$ cat src/rtl/zol_pkg.sv
package zol_pkg;

  // Strobes from the control decision to the loop-stack datapath.
  typedef struct packed {
    logic push;
    logic pop;
    logic dec;
  } zolCmd_t;

endpackage

$ cat src/rtl/zol_stack.sv
module zol_stack
  import zol_pkg::*;
#(
  parameter int AW    = 16,
  parameter int CW    = 8,
  parameter int DEPTH = 4
) (
  input  logic            clk,
  input  logic            rstN,
  input  zolCmd_t         cmd,
  input  logic [AW-1:0]   pushStart,
  input  logic [AW-1:0]   pushEnd,
  input  logic [CW-1:0]   pushCount,
  output logic [AW-1:0]   topStart,
  output logic [AW-1:0]   topEnd,
  output logic [CW-1:0]   topCount,
  output logic [$clog2(DEPTH+1)-1:0] depth,
  output logic            full,
  output logic            empty
);

  localparam int DW = $clog2(DEPTH + 1);
  localparam int IW = (DEPTH > 1) ? $clog2(DEPTH) : 1;

  logic [AW-1:0] startMem [DEPTH];
  logic [AW-1:0] endMem   [DEPTH];
  logic [CW-1:0] countMem [DEPTH];
  logic [IW-1:0] topIdx;

  assign full   = (depth == DW'(DEPTH));
  assign empty  = (depth == '0);
  assign topIdx = IW'(depth - DW'(1));

  // Entry i is written when it is the free slot, decremented when on top.
  for (genvar i = 0; i < DEPTH; i++) begin : g_entry
    always_ff @(posedge clk or negedge rstN) begin
      if (!rstN) begin
        startMem[i] <= '0;
        endMem[i]   <= '0;
        countMem[i] <= '0;
      end else if (cmd.push && depth == DW'(i)) begin
        startMem[i] <= pushStart;
        endMem[i]   <= pushEnd;
        countMem[i] <= pushCount;
      end else if (cmd.dec && depth == DW'(i + 1)) begin
        countMem[i] <= countMem[i] - CW'(1);
      end
    end
  end

  always_ff @(posedge clk or negedge rstN) begin
    if (!rstN) begin
      depth <= '0;
    end else if (cmd.push && !full) begin
      depth <= depth + DW'(1);
    end else if (cmd.pop && !empty) begin
      depth <= depth - DW'(1);
    end
  end

  always_comb begin
    if (empty) begin
      topStart = '0;
      topEnd   = '0;
      topCount = '0;
    end else begin
      topStart = startMem[topIdx];
      topEnd   = endMem[topIdx];
      topCount = countMem[topIdx];
    end
  end

endmodule

$ cat src/rtl/zol_ctrl.sv
module zol_ctrl
  import zol_pkg::*;
#(
  parameter int AW = 16,
  parameter int CW = 8
) (
  input  logic [AW-1:0] pc,
  input  logic          setupValid,
  input  logic          exitCond,
  input  logic [AW-1:0] topStart,
  input  logic [AW-1:0] topEnd,
  input  logic [CW-1:0] topCount,
  input  logic          full,
  input  logic          empty,
  output zolCmd_t       cmd,
  output logic [AW-1:0] nextPc,
  output logic [AW-1:0] pushStart,
  output logic          errSet,
  output logic          maskNow
);

  logic [AW-1:0] pcInc;
  logic          atEnd;
  logic          lastPass;

  assign pcInc     = pc + AW'(1);
  assign pushStart = pcInc;
  assign atEnd     = !empty && (pc == topEnd);
  // Count 1 is the final pass; count 0 wraps to 255 on decrement, giving 256.
  assign lastPass  = (topCount == CW'(1));
  assign maskNow   = !empty && (topStart == topEnd);

  always_comb begin
    cmd    = '0;
    nextPc = pcInc;
    errSet = 1'b0;
    if (setupValid) begin
      if (full) errSet = 1'b1;
      else      cmd.push = 1'b1;
    end else if (atEnd) begin
      if (exitCond || lastPass) begin
        cmd.pop = 1'b1;
      end else begin
        cmd.dec = 1'b1;
        nextPc  = topStart;
      end
    end
  end

endmodule

$ cat src/rtl/zol_seq.sv
module zol_seq
  import zol_pkg::*;
#(
  parameter int AW    = 16,
  parameter int CW    = 8,
  parameter int DEPTH = 4
) (
  input  logic          clk,
  input  logic          rstN,
  input  logic [AW-1:0] pc,
  input  logic          setupValid,
  input  logic [AW-1:0] setupEnd,
  input  logic [CW-1:0] setupCount,
  input  logic          exitCond,
  output logic [AW-1:0] nextPc,
  output logic          loopActive,
  output logic          intMask,
  output logic          stackErr
);

  localparam int DW = $clog2(DEPTH + 1);

  zolCmd_t       cmd;
  logic [AW-1:0] topStart, topEnd, pushStart;
  logic [CW-1:0] topCount;
  logic [DW-1:0] depth;
  logic          full, empty, errSet, maskNow;

  zol_ctrl #(.AW(AW), .CW(CW)) ctrl_i (
    .pc(pc), .setupValid(setupValid), .exitCond(exitCond),
    .topStart(topStart), .topEnd(topEnd), .topCount(topCount),
    .full(full), .empty(empty), .cmd(cmd), .nextPc(nextPc),
    .pushStart(pushStart), .errSet(errSet), .maskNow(maskNow)
  );

  zol_stack #(.AW(AW), .CW(CW), .DEPTH(DEPTH)) stack_i (
    .clk(clk), .rstN(rstN), .cmd(cmd), .pushStart(pushStart),
    .pushEnd(setupEnd), .pushCount(setupCount), .topStart(topStart),
    .topEnd(topEnd), .topCount(topCount), .depth(depth),
    .full(full), .empty(empty)
  );

  always_ff @(posedge clk or negedge rstN) begin
    if (!rstN) stackErr <= 1'b0;
    else       stackErr <= errSet;
  end

  assign loopActive = !empty;
  assign intMask    = maskNow;

endmodule

$ cat config.mk
export PLATFORM = sky130hd
export DESIGN_NAME = zol_seq
export DESIGN_NICKNAME = d
export VERILOG_FILES = /design/src/rtl/zol_pkg.sv /design/src/rtl/zol_stack.sv /design/src/rtl/zol_ctrl.sv /design/src/rtl/zol_seq.sv
export SDC_FILE = /design/constraint.sdc
export NUM_CORES = 1
export LEC_CHECK = 0
export ABC_AREA = 1
export ABC_CLOCK_PERIOD_IN_PS = 2900
export BUFFER_PORTS_ARGS = -buffer_cell sky130_fd_sc_hd__buf_2
export CAP_MARGIN = 40
export CORE_MARGIN = 2
export CORE_UTILIZATION = 50
export DETAILED_ROUTE_END_ITERATION = 10
export GPL_TIMING_DRIVEN = 0
export PLACE_DENSITY = 0.7
export SYNTH_ARGS = -nofsm -noshare
export SYNTH_HDL_FRONTEND = slang
export SYNTH_SLANG_ARGS = --single-unit
$ cat constraint.sdc
create_clock -name clk -period 2.9 [get_ports clk]
set_input_delay 0.145 -clock clk [delete_from_list [all_inputs] [get_ports clk]]
set_output_delay 0.145 -clock clk [all_outputs]
set_load 0.05 [all_outputs]
; ---- Word level (Yosys, flattened, before mapping)
; Cells that the tools add are included.
[totals]
reg_bits = 164
inputBits = 44
output_inout_bits = 19
word_cells = 84
[classes]
addsub = 7
n_lt_le_gt_ge = 1
eq_ne = 7
n_mux = 33
bitwise = 1
n_reduce_logical = 21
[ops]
columns = operator, count
row1 = 16-bit 2-to-1 mux, 9
row2 = 8-bit 2-to-1 mux, 11
row3 = 16-bit binary-select mux with 2-bit select, 2
row4 = 16-bit equality test, 2
row5 = 8-bit by 1-bit subtractor with 8-bit output (second input constant), 4
row6 = 16-bit by 1-bit adder with 16-bit output (second input constant), 1
row7 = 8-bit binary-select mux with 2-bit select, 1
row8 = 1-bit logical AND, 12
row9 = 2-bit nonzero test, 5
row10 = 8-bit by 1-bit equality test with 1-bit output (second input constant), 1
row11 = 3-bit by 2-bit equality test with 1-bit output (second input constant), 2
row12 = 1-bit 2-to-1 mux, 6
row13 = 3-bit 2-to-1 mux, 2
row14 = 2-bit 2-to-1 mux, 2
row15 = 3-bit by 1-bit adder with 3-bit output (second input constant), 1
row16 = 3-bit by 1-bit equality test with 1-bit output (second input constant), 1
row17 = 3-bit equality test (second input constant), 1
row18 = 3-bit >= comparator (second input constant), 1
row19 = 3-bit logical NOT, 1
row20 = 2-bit inverter with 3-bit output, 1
row21 = 3-bit by 1-bit subtractor with 3-bit output (second input constant), 1
row22 = 1-bit logical NOT, 2
row23 = 1-bit logical OR, 1

; ---- Depth between registers and ports, before layout
[logic_depth]
depth_word = 14
mapped_depth = 20
ltp_nobuf = 16

; ---- Cells and area by module
; From an unflattened synthesis, not the netlist that was laid out.
[hier_totals]
cells_unflattened = 1355
hier_area_um2 = 9634.2
[modules_own_cells]
columns = module, n_inst, cells_per_inst, area_each_um2
row1 = zol_stack, 1, 1097, 8260.4
row2 = zol_ctrl, 1, 256, 1345.0
row3 = zol_seq, 1, 2, 28.8

; ---- Worst setup path after synthesis
; OpenSTA, ideal clock, no wires.
[synth_timing]
path_type = register to output
start = register stack_i.depth[0]
end = output intMask
t_arrival_ps = 3267
required_ps = 2755
slack_ps = -512
path_stages_with_launch = 16
path_buffers = 6
cell_sequence = dfrtp_1 -> buf_6 -> inv_6 -> buf_6 -> clkbuf_1 -> ha_1 -> buf_4 -> inv_4 -> buf_4 -> clkbuf_1 -> o21ai_0 -> o22ai_1 -> o21ai_0 -> nor3_1 -> nand3_1 -> nor2_1
[synth_via]
elab_chain_cells = 8
elab_cells_between_ends = 14
[synth_rtl]
columns = item, line_no
row1 = start: declaration, zol_stack.sv:17  ; output logic [$clog2(DEPTH+1)-1:0] depth,
row2 = start signal: assignment, zol_stack.sv:55  ; depth <= depth + DW'(1);
row3 = start signal: assignment, zol_stack.sv:57  ; depth <= depth - DW'(1);
row4 = 3-bit by 1-bit subtractor with 3-bit output, zol_stack.sv:32  ; assign topIdx = IW'(depth - DW'(1));
row5 = 2-bit inverter with 3-bit output (not written as such), "zol_stack.sv:67, zol_stack.sv:68"
row6 = "16-bit binary-select mux with 2-bit select, on equally long branches", "zol_stack.sv:67, zol_stack.sv:68"
row7 = "16-bit 2-to-1 mux, on equally long branches (2 in series)", "zol_stack.sv:67, zol_stack.sv:68"
row8 = 16-bit 2-to-1 mux, zol_stack.sv:62  ; if (empty) begin
row9 = 16-bit equality test, zol_ctrl.sv:31  ; assign maskNow = !empty && (topStart == topEnd);
row10 = 1-bit logical AND *, zol_ctrl.sv:31
row11 = end: declaration, zol_seq.sv:17  ; output logic intMask,
; Every way passes the cells marked *; elsewhere a longest branch is shown, timed or not. The select of a mux whose other input is x is not followed.

; ---- Worst setup path in the final report
[layout_timing]
start = register stack_i.depth[0]
end = output nextPc[10]
[layout_via]
elab_chain_cells = 11
elab_cells_between_ends = 23
[layout_rtl]
columns = item, line_no
row1 = 3-bit by 1-bit subtractor with 3-bit output, zol_stack.sv:32
row2 = 2-bit inverter with 3-bit output (not written as such), "zol_stack.sv:67, zol_stack.sv:68, zol_stack.sv:69"
row3 = 8-bit binary-select mux with 2-bit select, zol_stack.sv:69  ; topCount = countMem[topIdx];
row4 = 8-bit 2-to-1 mux (not written as such) (2 in series), zol_stack.sv:69
row5 = 8-bit 2-to-1 mux, zol_stack.sv:62
row6 = 8-bit by 1-bit equality test with 1-bit output, zol_ctrl.sv:30  ; assign lastPass = (topCount == CW'(1));
row7 = 1-bit logical OR, zol_ctrl.sv:41  ; if (exitCond || lastPass) begin
row8 = 16-bit 2-to-1 mux, zol_ctrl.sv:41
row9 = 16-bit 2-to-1 mux *, zol_ctrl.sv:40  ; end else if (atEnd) begin
row10 = 16-bit 2-to-1 mux *, zol_ctrl.sv:37  ; if (setupValid) begin
row11 = end: declaration, zol_seq.sv:15  ; output logic [AW-1:0] nextPc,
; Marked as above.

==> impl_metrics.toml <==
[synth]
synth_sequential_area_ratio_pct = 43.47
ys.warnings.count = 0
number_of_flops_mapped_to_enable_cells_by_yosys = 0
synth.mux.area_fraction_pct = 0
dominantRegCellSynth = "sky130_fd_sc_hd__dfrtp_1"
dominant_combinational_cell_family_by_area_after_synthesis = "simple AND/OR/NAND/NOR gates"
syn_avg_cell_area_um2 = 7.336
synth-xor-area-share_pct = 2.134
mappedNetlistNets = 1342
flops_latches_synth = 164
synth_simple_gate_area_share_pct = 32.44
post_synth_inst_count = 1287
synth-compound-area-share_pct = 12.68
post_synth_fa_ha_maj_area_fraction_pct = 1.458
mappedNetlistArea_um2 = 9442
synth.lib_cells_used.distinct = 38
async_flop_share_pct = 100.0

[global_routing]
grt_util_all_layers_pct = 33.14
grt_first_pass_wirelength_um = 50410
first_global_vias = 9000
grt_max_degree = 86
antenna_violations_before_repair = 0
globalRouteOverflowTotal = 0

[sta]
grt_setup_unrepaired = "yes"
slew_headroom_pct = 44.05
timing.final.max_slew_violations = 0
hold_viol = 0
period_minus_slack_ps = 3586
worst_max_slew_pin_slew_ps = 839.3
timing.final.crit_share_pct = 123.7
fmax_mhz = 278.8
final.setup_skew_ps = 13.21
setup-violations-final = 49
worst_slack_ps = -686.2

[finish]
nets = 1456
final_cell_count_no_fill = 1648
final_common_cell = "sky130_fd_sc_hd__nand2_1"
regArea_um2 = 4104
antennaDiodeCount = 0
layout_cell_share_with_drive_strength_beyond_1_pct = 19.09
synthToLayoutAreaGrowth_pct = 24.21
layout.cell_area.non_filler_um2 = 11730
mostFrequentLayoutCells = "sky130_fd_sc_hd__nand2_1, sky130_fd_sc_hd__o21ai_0, sky130_fd_sc_hd__dfrtp_1"
multi_input_area_um2 = 5102
filler_cell_count = 1615

[routing]
finalWirelength_um = 32530
num_vias = 9583
drc_errors = 0
post_drt_wl_per_cell_um = 19.74
drt.antenna.violating_nets = 0
viasPerCell = 5.815
drt_pass1_iterations = 7
drtIter0Drc = 1053

[placement]
hpwlAfterDp_um = 22510
io_buffers = 61
dpl-instance-area_um2 = 10270
place_ws_ps = -803.6
placed_cells = 1583
finalWeightedCongestion = 1.018

[clocking]
cts.root.buffer_cell = "sky130_fd_sc_hd__clkbuf_16"
cts_tree = "built"
cts_htree_levels = 4
clock_latency_reported_for_the_late_side_of_the_worst_skew_pair_ps = 450
cts-buffers-inserted = 17
numClockSinks = 164
clkSlewWorstSetupHoldPaths_ps = 80
cts_buffer_depth = 2

[setup_path]
timing.critical_path.to_type = "output pin"
critPathMostFrequentCell = "sky130_fd_sc_hd__buf_12"
critical_path_peak_fanout = 6
critPathKind = "flip-flop to output pin"
startpoint_type_of_the_worst_setup_path = "flip-flop"
critical-path-top-delay-family = "buffers and inverters"
bufs_and_invs_on_worst_path = 10
critPathArrivalTime_ps = 3440
worst_path_largest_cell_delay_ps = 400
timing.critical_path.cells = "buf_6, clkinv_8, buf_12, clkbuf_16, ha_4, inv_8, buf_12, nand3_4, nand3_1, nand2_1, clkinv_1, nand2_1, nor2_1, nand2_2, nor2_8, nand3_4, buf_12, buf_12, o21ai_4, buf_6"
crit_required_ps = 2760
standard_cell_with_the_maximum_stage_delay_on_the_critical_path = "sky130_fd_sc_hd__dfrtp_1"

[power_and_ir_drop]
worst_ir_drop_vdd_mv = 0.6461
cellLeakagePower_nw = 5.964
power.density_nw_per_um2 = 1330

[floorplanning]
horizontal_extent_of_the_die_um = 141.4
core_rows = 50
die_h_um = 141.4
floorplan.io_pins = 63
core-area_um2 = 18640
design.die.area_um2 = 20000
floorplan.initialDensity_pct = 50.64

[run]
drv_cap = 0

[min_path]
timing.hold.worst.class = "input pin to flip-flop"

[run_status]
failing_checks = "negative setup slack"
status = "complete, but fails checks"
-- cells by family after synthesis --
group                    after synthesis
AND/OR/NAND/NOR                      698
XOR/XNOR                              23
adder cells (fa/ha/maj)               11
buffers and inverters                170
AO/OA/AOI/OAI                        221
flip-flops                           164
-- final cells by class --
class | instances | area share [%]
multi-input cells | 953 | 43.51
repair buffers | 96 | 6.849
flip-flops and latches | 164 | 34.99
clock buffers | 18 | 3.659
well taps | 234 | 2.497
clock inverters | 14 | 1.120
inverters | 105 | 3.531
plain buffers | 64 | 3.841
-- final timing paths --
path / startpoint / endpoint / slack [ps] / cells after the start
worst max-delay path: stack_i.depth[0]$_DFFE_PN0P_ / nextPc[10] / -690 / 20
max in group asynchronous: rstN / stack_i.countMem[2]$_DFFE_PN0P_ / 1800 / 3
worst max register to register: stack_i.depth[0]$_DFFE_PN0P_ / stack_i.countMem[27]$_DFFE_PN0P_ / -120 / 20
worst min-delay path: setupEnd[9] / stack_i.endMem[9]$_DFFE_PN0P_ / 5 / 3
worst min register to register: stack_i.startMem[18]$_DFFE_PN0P_ / stack_i.startMem[18]$_DFFE_PN0P_ / 470 / 2
min in group asynchronous: rstN / stack_i.endMem[29]$_DFFE_PN0P_ / 240 / 2
-- tightest hold or removal path, cell delays in order --
cell,delay [ps]
sky130_fd_sc_hd__buf_2,70
sky130_fd_sc_hd__inv_1,50
sky130_fd_sc_hd__o21ai_0,140
-- power by group --
| group | switching [mW] | internal, mW |
|---|---|---|
| clock network | 1.06 | 1.14 |
| registers | 0.627 | 3.32 |
| logic | 6.08 | 3.37 |
-- cells in the mapped netlist (2+ instances only) --
cell	instances	share of area (%)
sky130_fd_sc_hd__inv_2	3	0.12
sky130_fd_sc_hd__buf_2	5	0.26
sky130_fd_sc_hd__and2_1	2	0.13
sky130_fd_sc_hd__nand2_4	5	0.60
sky130_fd_sc_hd__o22ai_1	9	0.60
sky130_fd_sc_hd__nor2_1	61	2.4
sky130_fd_sc_hd__o21ai_2	16	1.5
sky130_fd_sc_hd__o2111ai_1	3	0.28
sky130_fd_sc_hd__nand3_1	119	6.3
sky130_fd_sc_hd__o21ai_0	175	9.3
sky130_fd_sc_hd__xor2_1	17	1.6
sky130_fd_sc_hd__nand3_2	10	1.1
sky130_fd_sc_hd__clkbuf_1	44	1.7
sky130_fd_sc_hd__ha_1	11	1.5
sky130_fd_sc_hd__nor2_8	2	0.42
sky130_fd_sc_hd__buf_6	9	1.1
sky130_fd_sc_hd__nand2_1	465	18
sky130_fd_sc_hd__buf_1	2	0.080
sky130_fd_sc_hd__nand4_4	4	0.90
sky130_fd_sc_hd__nor3_1	9	0.48
sky130_fd_sc_hd__a21oi_1	15	0.80
sky130_fd_sc_hd__dfrtp_1	164	43
sky130_fd_sc_hd__nand4_1	15	0.99
sky130_fd_sc_hd__xnor2_1	6	0.56
sky130_fd_sc_hd__buf_4	5	0.40
sky130_fd_sc_hd__inv_1	99	3.9
-- routing by layer --
layer	track usage (%)	up-vias	part of all wire, %
met1	47.01	4645	43
met5	0	-	0
met3	6.109	69	8.7
li1	-	4385	-
met2	51.00	484	45
met4	12.21	0	2.9
-- registers in the layout, indices dropped and copies added (netlist names) --
signal and flops:
stack_i.endMem 64, stack_i.startMem 64, stack_i.countMem 32, stack_i.depth 3, stackErr 1
-- through the flow --
step / utilization (%) / hold WS, ps / TNS, ps / power [mW]
floorplan: - / -150.6 / 0 / 9.260
global placement: 54.90 / 451.0 / -169260 / 11.37
detailed placement: 55.10 / 171.0 / -26410 / 11.51
CTS: 61.90 / 7.034 / -11840 / 14.87
global route: 62.91 / 26.63 / -20080 / 16.55
finish: 62.91 / 4.530 / -14510 / 15.60
-- what timing repair did --
item	4_1_cts	5_1_grt
endpoints found under the hold margin	79	0
endpoints found under the setup margin	109	115
cloned	4	0
hold buffers	1	0
pin swaps	25	15
gates resized for setup	119	44
buffers inserted	22	7
Note: power is estimated with default switching activity, not from simulation.
